$ cat src/rtl/me_asip_pkg.sv
package me_asip_pkg;

    typedef enum logic [2:0] {
        OP_JMP  = 3'd0,
        OP_MOV  = 3'd1,
        OP_LDI  = 3'd2,
        OP_ADD  = 3'd3,
        OP_SUB  = 3'd4,
        OP_DIV2 = 3'd5,
        OP_SAD  = 3'd6,
        OP_LD   = 3'd7
    } op_e;

    typedef enum logic [1:0] {
        ST_RUN  = 2'd0,
        ST_SAD  = 2'd1,
        ST_LOAD = 2'd2
    } st_e;

    // Jump condition codes
    localparam logic [1:0] CND_ALWAYS = 2'd0;
    localparam logic [1:0] CND_NCLR   = 2'd1;
    localparam logic [1:0] CND_NSET   = 2'd2;
    localparam logic [1:0] CND_ZSET   = 2'd3;

    typedef struct packed {
        op_e        op;
        logic [1:0] cond;
        logic [4:0] rd;
        logic [4:0] rs;
        logic       byte_hi;
        logic [3:0] ldi_rd;
        logic [7:0] imm;
        logic [7:0] target;
        logic       mem_sel;
    } dec_s;

endpackage

$ cat src/rtl/me_asip_decode.sv
module me_asip_decode
    import me_asip_pkg::*;
(
    input  logic [15:0] instr,
    output dec_s        dec
);
    always_comb begin
        dec.op      = op_e'(instr[15:13]);
        dec.cond    = instr[12:11];
        dec.byte_hi = instr[12];
        dec.mem_sel = instr[12];
        dec.ldi_rd  = instr[11:8];
        dec.imm     = instr[7:0];
        dec.target  = instr[7:0];
        dec.rd      = instr[9:5];
        dec.rs      = instr[4:0];
    end
endmodule

$ cat src/rtl/me_asip_absdiff.sv
module me_asip_absdiff #(
    parameter int PIX_W = 8
) (
    input  logic [PIX_W-1:0] a,
    input  logic [PIX_W-1:0] b,
    output logic [PIX_W-1:0] diff
);
    always_comb begin
        if (a >= b) diff = a - b;
        else        diff = b - a;
    end
endmodule

$ cat src/rtl/me_asip_regfile.sv
module me_asip_regfile #(
    parameter int DATA_W  = 16,
    parameter int NREG    = 32,
    parameter int GPR_N   = 24,
    parameter int ROW_PIX = 16,
    localparam int AW     = $clog2(NREG)
) (
    input  logic              clk,
    input  logic              rst_n,
    input  logic              we,
    input  logic [AW-1:0]     waddr,
    input  logic [DATA_W-1:0] wdata,
    input  logic              adv,
    input  logic [AW-1:0]     raddr_a,
    input  logic [AW-1:0]     raddr_b,
    output logic [DATA_W-1:0] rdata_a,
    output logic [DATA_W-1:0] rdata_b,
    output logic [DATA_W-1:0] cur_ptr,
    output logic [DATA_W-1:0] cand_ptr,
    output logic [DATA_W-1:0] out_reg
);
    localparam int CUR_IDX    = GPR_N;
    localparam int CAND_IDX   = GPR_N + 1;
    localparam int STRIDE_IDX = GPR_N + 2;
    localparam int OUT_IDX    = NREG - 1;

    logic [DATA_W-1:0] regs_q [NREG];
    logic [DATA_W-1:0] regs_d [NREG];

    always_comb begin
        regs_d = regs_q;
        if (adv) begin
            regs_d[CUR_IDX]  = regs_q[CUR_IDX] + DATA_W'(ROW_PIX);
            regs_d[CAND_IDX] = regs_q[CAND_IDX] + regs_q[STRIDE_IDX];
        end
        if (we) regs_d[waddr] = wdata;
    end

    always_ff @(posedge clk) begin
        if (!rst_n) begin
            for (int i = 0; i < NREG; i++) regs_q[i] <= '0;
        end else begin
            regs_q <= regs_d;
        end
    end

    assign rdata_a  = regs_q[raddr_a];
    assign rdata_b  = regs_q[raddr_b];
    assign cur_ptr  = regs_q[CUR_IDX];
    assign cand_ptr = regs_q[CAND_IDX];
    assign out_reg  = regs_q[OUT_IDX];
endmodule

$ cat src/rtl/me_asip_core.sv
module me_asip_core
    import me_asip_pkg::*;
#(
    parameter int DATA_W  = 16,
    parameter int PC_W    = 8,
    parameter int SP_AW   = 8,
    parameter int PIX_W   = 8,
    parameter int ROW_PIX = 16
) (
    input  logic              clk,
    input  logic              rst_n,
    output logic [PC_W-1:0]   imem_addr,
    input  logic [15:0]       imem_data,
    output logic [SP_AW-1:0]  cur_raddr,
    input  logic [PIX_W-1:0]  cur_rdata,
    output logic [SP_AW-1:0]  srch_raddr,
    input  logic [PIX_W-1:0]  srch_rdata,
    output logic              ld_req,
    output logic              ld_sel,
    output logic [DATA_W-1:0] ld_addr,
    input  logic              ld_done,
    output logic [DATA_W-1:0] spr_out
);
    localparam int CNT_W = $clog2(ROW_PIX);
    localparam int RA_W  = 5;

    typedef struct packed {
        st_e               st;
        logic [PC_W-1:0]   pc;
        logic [CNT_W-1:0]  cnt;
        logic [DATA_W-1:0] acc;
        logic              zf;
        logic              nf;
    } core_s;

    core_s s_q, s_d;
    dec_s  dec;

    logic              rf_we;
    logic [RA_W-1:0]   rf_waddr;
    logic [DATA_W-1:0] rf_wdata;
    logic              rf_adv;
    logic [RA_W-1:0]   rf_raddr_a;
    logic [DATA_W-1:0] ra_val, rb_val;
    logic [DATA_W-1:0] cur_ptr, cand_ptr;
    logic [DATA_W-1:0] cur_full, cand_full;
    logic [PIX_W-1:0]  pix_diff;
    logic [DATA_W-1:0] row_sum;
    logic [DATA_W-1:0] alu_res;
    logic              jmp_taken;
    logic              req_c;
    logic              sad_busy;

    me_asip_decode u_dec (
        .instr (imem_data),
        .dec   (dec)
    );

    me_asip_regfile #(
        .DATA_W  (DATA_W),
        .NREG    (32),
        .GPR_N   (24),
        .ROW_PIX (ROW_PIX)
    ) u_rf (
        .clk      (clk),
        .rst_n    (rst_n),
        .we       (rf_we),
        .waddr    (rf_waddr),
        .wdata    (rf_wdata),
        .adv      (rf_adv),
        .raddr_a  (rf_raddr_a),
        .raddr_b  (dec.rs),
        .rdata_a  (ra_val),
        .rdata_b  (rb_val),
        .cur_ptr  (cur_ptr),
        .cand_ptr (cand_ptr),
        .out_reg  (spr_out)
    );

    me_asip_absdiff #(.PIX_W(PIX_W)) u_ad (
        .a    (cur_rdata),
        .b    (srch_rdata),
        .diff (pix_diff)
    );

    // Pixel addressing follows the in-row counter
    assign cur_full   = cur_ptr + DATA_W'(s_q.cnt);
    assign cand_full  = cand_ptr + DATA_W'(s_q.cnt);
    assign cur_raddr  = cur_full[SP_AW-1:0];
    assign srch_raddr = cand_full[SP_AW-1:0];
    assign row_sum    = s_q.acc + DATA_W'(pix_diff);

    // Byte-constant targets live in the upper half of the file
    assign rf_raddr_a = (dec.op == OP_LDI) ? {1'b1, dec.ldi_rd} : dec.rd;

    always_comb begin
        unique case (dec.cond)
            CND_ALWAYS: jmp_taken = 1'b1;
            CND_NCLR:   jmp_taken = !s_q.nf;
            CND_NSET:   jmp_taken = s_q.nf;
            default:    jmp_taken = s_q.zf;
        endcase
    end

    always_comb begin
        unique case (dec.op)
            OP_ADD:  alu_res = ra_val + rb_val;
            OP_SUB:  alu_res = ra_val - rb_val;
            default: alu_res = {rb_val[DATA_W-1], rb_val[DATA_W-1:1]};
        endcase
    end

    always_comb begin
        s_d      = s_q;
        rf_we    = 1'b0;
        rf_waddr = dec.rd;
        rf_wdata = '0;
        rf_adv   = 1'b0;
        req_c    = 1'b0;
        unique case (s_q.st)
            ST_RUN: begin
                unique case (dec.op)
                    OP_JMP: begin
                        s_d.pc = jmp_taken ? PC_W'(dec.target) : s_q.pc + 1'b1;
                    end
                    OP_MOV: begin
                        rf_we    = 1'b1;
                        rf_wdata = rb_val;
                        s_d.pc   = s_q.pc + 1'b1;
                    end
                    OP_LDI: begin
                        rf_we    = 1'b1;
                        rf_waddr = {1'b1, dec.ldi_rd};
                        rf_wdata = dec.byte_hi ? {dec.imm, ra_val[7:0]}
                                               : {ra_val[DATA_W-1:8], dec.imm};
                        s_d.pc   = s_q.pc + 1'b1;
                    end
                    OP_ADD, OP_SUB, OP_DIV2: begin
                        rf_we    = 1'b1;
                        rf_wdata = alu_res;
                        s_d.zf   = (alu_res == '0);
                        s_d.nf   = alu_res[DATA_W-1];
                        s_d.pc   = s_q.pc + 1'b1;
                    end
                    OP_SAD: begin
                        s_d.acc = DATA_W'(pix_diff);
                        s_d.cnt = CNT_W'(1);
                        s_d.st  = ST_SAD;
                    end
                    default: begin
                        req_c = 1'b1;
                        if (ld_done) s_d.pc = s_q.pc + 1'b1;
                        else         s_d.st = ST_LOAD;
                    end
                endcase
            end
            ST_SAD: begin
                if (s_q.cnt == CNT_W'(ROW_PIX - 1)) begin
                    rf_we    = 1'b1;
                    rf_wdata = ra_val + row_sum;
                    rf_adv   = 1'b1;
                    s_d.zf   = ((ra_val + row_sum) == '0);
                    s_d.nf   = 1'b0;
                    s_d.acc  = '0;
                    s_d.cnt  = '0;
                    s_d.st   = ST_RUN;
                    s_d.pc   = s_q.pc + 1'b1;
                end else begin
                    s_d.acc = row_sum;
                    s_d.cnt = s_q.cnt + 1'b1;
                end
            end
            default: begin
                req_c = 1'b1;
                if (ld_done) begin
                    s_d.st = ST_RUN;
                    s_d.pc = s_q.pc + 1'b1;
                end
            end
        endcase
    end

    always_ff @(posedge clk) begin
        if (!rst_n) begin
            s_q.st  <= ST_RUN;
            s_q.pc  <= '0;
            s_q.cnt <= '0;
            s_q.acc <= '0;
            s_q.zf  <= 1'b0;
            s_q.nf  <= 1'b0;
        end else begin
            s_q <= s_d;
        end
    end

    assign imem_addr = s_q.pc;
    assign ld_req    = req_c;
    assign ld_sel    = dec.mem_sel;
    assign ld_addr   = rb_val;
    assign sad_busy  = (s_q.st == ST_SAD);
endmodule

$ cat config.mk
export PLATFORM = sky130hd
export DESIGN_NAME = me_asip_core
export DESIGN_NICKNAME = d
export VERILOG_FILES = /design/src/rtl/me_asip_pkg.sv /design/src/rtl/me_asip_decode.sv /design/src/rtl/me_asip_absdiff.sv /design/src/rtl/me_asip_regfile.sv /design/src/rtl/me_asip_core.sv
export SDC_FILE = /design/constraint.sdc
export NUM_CORES = 2
export LEC_CHECK = 0
export BUFFER_PORTS_ARGS = -buffer_cell sky130_fd_sc_hd__buf_4
export CAP_MARGIN = 20
export CELL_PAD_IN_SITES_DETAIL_PLACEMENT = 1
export CELL_PAD_IN_SITES_GLOBAL_PLACEMENT = 2
export CORE_MARGIN = 2
export CORE_UTILIZATION = 41
export DETAILED_ROUTE_END_ITERATION = 10
export PLACE_DENSITY_LB_ADDON = 0.1
export SYNTH_ARGS = -nofsm -noshare
export SYNTH_HDL_FRONTEND = slang
export SYNTH_HIERARCHICAL = 1
export SYNTH_SLANG_ARGS = --single-unit
$ cat constraint.sdc
create_clock -name clk -period 9.4 [get_ports clk]
set_input_delay 1.88 -clock clk [delete_from_list [all_inputs] [get_ports clk]]
set_output_delay 1.88 -clock clk [all_outputs]
set_load 0.05 [all_outputs]
==> impl_results.md <==
- Startpoint Class: input port
- Initial antenna violation count: 3
- Clk_skew: 0.0316 ns
- Slew @ Worst Pin: 1.23 ns
- Yosys synthesis warning count: 6
- FILL cells: between 9000 and 10000
- GPL Wtd Cong: 0.926
- Area Overhead vs Synth: 10.8%
- Core Footprint: about 0.084 sq mm
- Crit Path Max Fanout: 24
- Drt first pass iters: 6
- Iteration-0 DRC Markers: 2630
- Port bufs: 92
- Std-Cell Rows: 106
- Width of the die: 294 um
- Pwr Density: around 150 mW/mm^2
- Critical path arrival: ~8.6 ns
- Post-cts resize count: 0
- VDD IR-drop max: 0.000136 V
- Total CTS buffers: 70
- CTS tree: yes
- Largest net degree at the start of global routing: 254
- DR vias: 29900
- R2r setup slk: a little over 3 ns
- Design area: between 0.03 and 0.04 sq mm
- Post-synth net total: 3861
- Finish-stage setup viols: 0
- DR WL/cell: 29.3 um
- Vias in the first global route: about 31000
- Fin. max-slew vios: 0
- Slew headroom: 0.177
- Area of the mapped netlist: 0.0346 sq mm
- Min Hold Slack: 0.478 ns
- Hpwl dp: 94.4 mm
- Clk slew on worst S/H paths: ~0.060 ns
- GRT overflow: 0
- Vias/cell: 6.27
- Final ANT Viol Nets: 0
- Number of flip-flops in the largest register: 464
- Clk sinks: roughly 540
- WS Path Type: input port to register
- # DRC: 0
- Mean post-synth cell area: 9.25 sq um
- Die Height: approximately 290 um
- Post-DP Area: ~0.036 sq mm
- Total power: 5.73 mW
- Biggest register: u_rf/regs_q
- Fin crit share: 0.852
- First-pass GRT wire length: 206 mm
- H-Tree Depth: 3
- CTS max path bufs: 3
- Mapped Cells: 3735
- Final hold vios: 0
- Fin crit period: 8.01 ns
- Leak: 13.2 nW
- Req. time, crit path: 9.94 ns
- Hold_buf cts: 0
- HP Class: register to register
- Critical Path Sink Type: register
- Post-CTS setup buffer count: 0
- All-layer global routing usage: 0.320
- Status: finished, final reports clean
- Final wirelength: 139 mm
- Die footprint: ~0.087 sq mm
- Biggest regs: u_rf/regs_q: 464 flops, s_q: 24 flops
- Num ports: 93
- Fmax: 125 MHz
- Initial Util: 0.414
- Setup_tns: 0 ns
- Final nets: 3753
- CTS root buf: clkbuf_16
- Max-Cap Viols: 0
- RSZ-0062 raised after global routing: no
- Layout cell share with drive strength beyond 1: 0.200
- Worst-Skew Late Latency: roughly 0.65 ns
==> stage by stage <==
stage                     utilization  worst slack (ns)  instances
after floorplan                     -              2.01       3735
after global placement          0.428              1.05       4626
after detailed placement        0.430             0.791       4633
after CTS                       0.457              1.44       4756
after global routing            0.458             0.951       4758
final                           0.458              1.39       4761
==> per-layer routing <==
layer / vias to the layer above / wire (um) / track usage
li1: 13000 / - / -
met1: 15400 / 59100 / 0.424
met2: 1087 / 64800 / 0.517
met3: 308 / 8310 / 0.0436
met4: 2 / 7110 / 0.150
met5: - / 10 / 0
==> report_power, final <==
group	internal (mW)	switching, mW
sequential	2.32	0.0126
clock	1.56	1.16
combinational	0.247	0.442
total	4.13	1.61
==> layout make-up <==
class                      instances  area (sq um)  share of cell area
timing repair buffer             185          1630              0.0426
sequential                       544         10900               0.285
clock inverter                    27           304             0.00794
clock buffer                      96          2000              0.0522
tap                             1080          1350              0.0353
inverter                          52           195             0.00510
multi-input combinational       2774         21900               0.572
antenna                            3          7.51            0.000196
==> worst paths after layout <==
check | startpoint | to | depth (start not counted)
min | u_rf/regs_q[190]$_SDFFE_PN0P_ | u_rf/regs_q[190]$_SDFFE_PN0P_ | 2
min reg2reg | u_rf/regs_q[190]$_SDFFE_PN0P_ | u_rf/regs_q[190]$_SDFFE_PN0P_ | 2
max reg2reg | u_rf/cand_ptr[0]$_SDFF_PN0_ | u_rf/regs_q[301]$_SDFFE_PN0P_ | 22
max | cur_rdata[5] | u_rf/regs_q[301]$_SDFFE_PN0P_ | 28
==> critical path: stages <==
cell,delay [ns]
buf_4,0.09
inv_1,0.04
ha_1,0.41
a21o_1,0.24
a21o_1,0.21
a221oi_4,0.53
mux2i_1,0.41
inv_1,0.11
fa_1,0.45
nor2b_1,0.12
o21ai_0,0.10
a21boi_0,0.26
o21ai_0,0.15
a21oi_1,0.33
and3_1,0.27
xor2_1,0.19
ha_1,0.32
and4_1,0.21
and3_1,0.18
and3_1,0.19
or3_1,0.35
a21oi_1,0.20
xnor2_1,0.17
nand2_1,0.11
o21ai_2,0.30
buf_4,0.41
nand2_1,0.09
a21boi_0,0.19
==> placed cells by master, fill, tap and decap left out, drive strengths merged, types with 24 or more instances in the layout <==
master and n:
mux4 320, o21ai 78, clkbuf 96, ha 83
a21oi 79, buf 185, nor2 96, xnor2 52
xor2 33, a21boi 487, inv 56, nor2b 27
dfxtp 544, nand2 1093, mux2 60, nand3 24
Note: power is estimated with default switching activity, not from simulation.
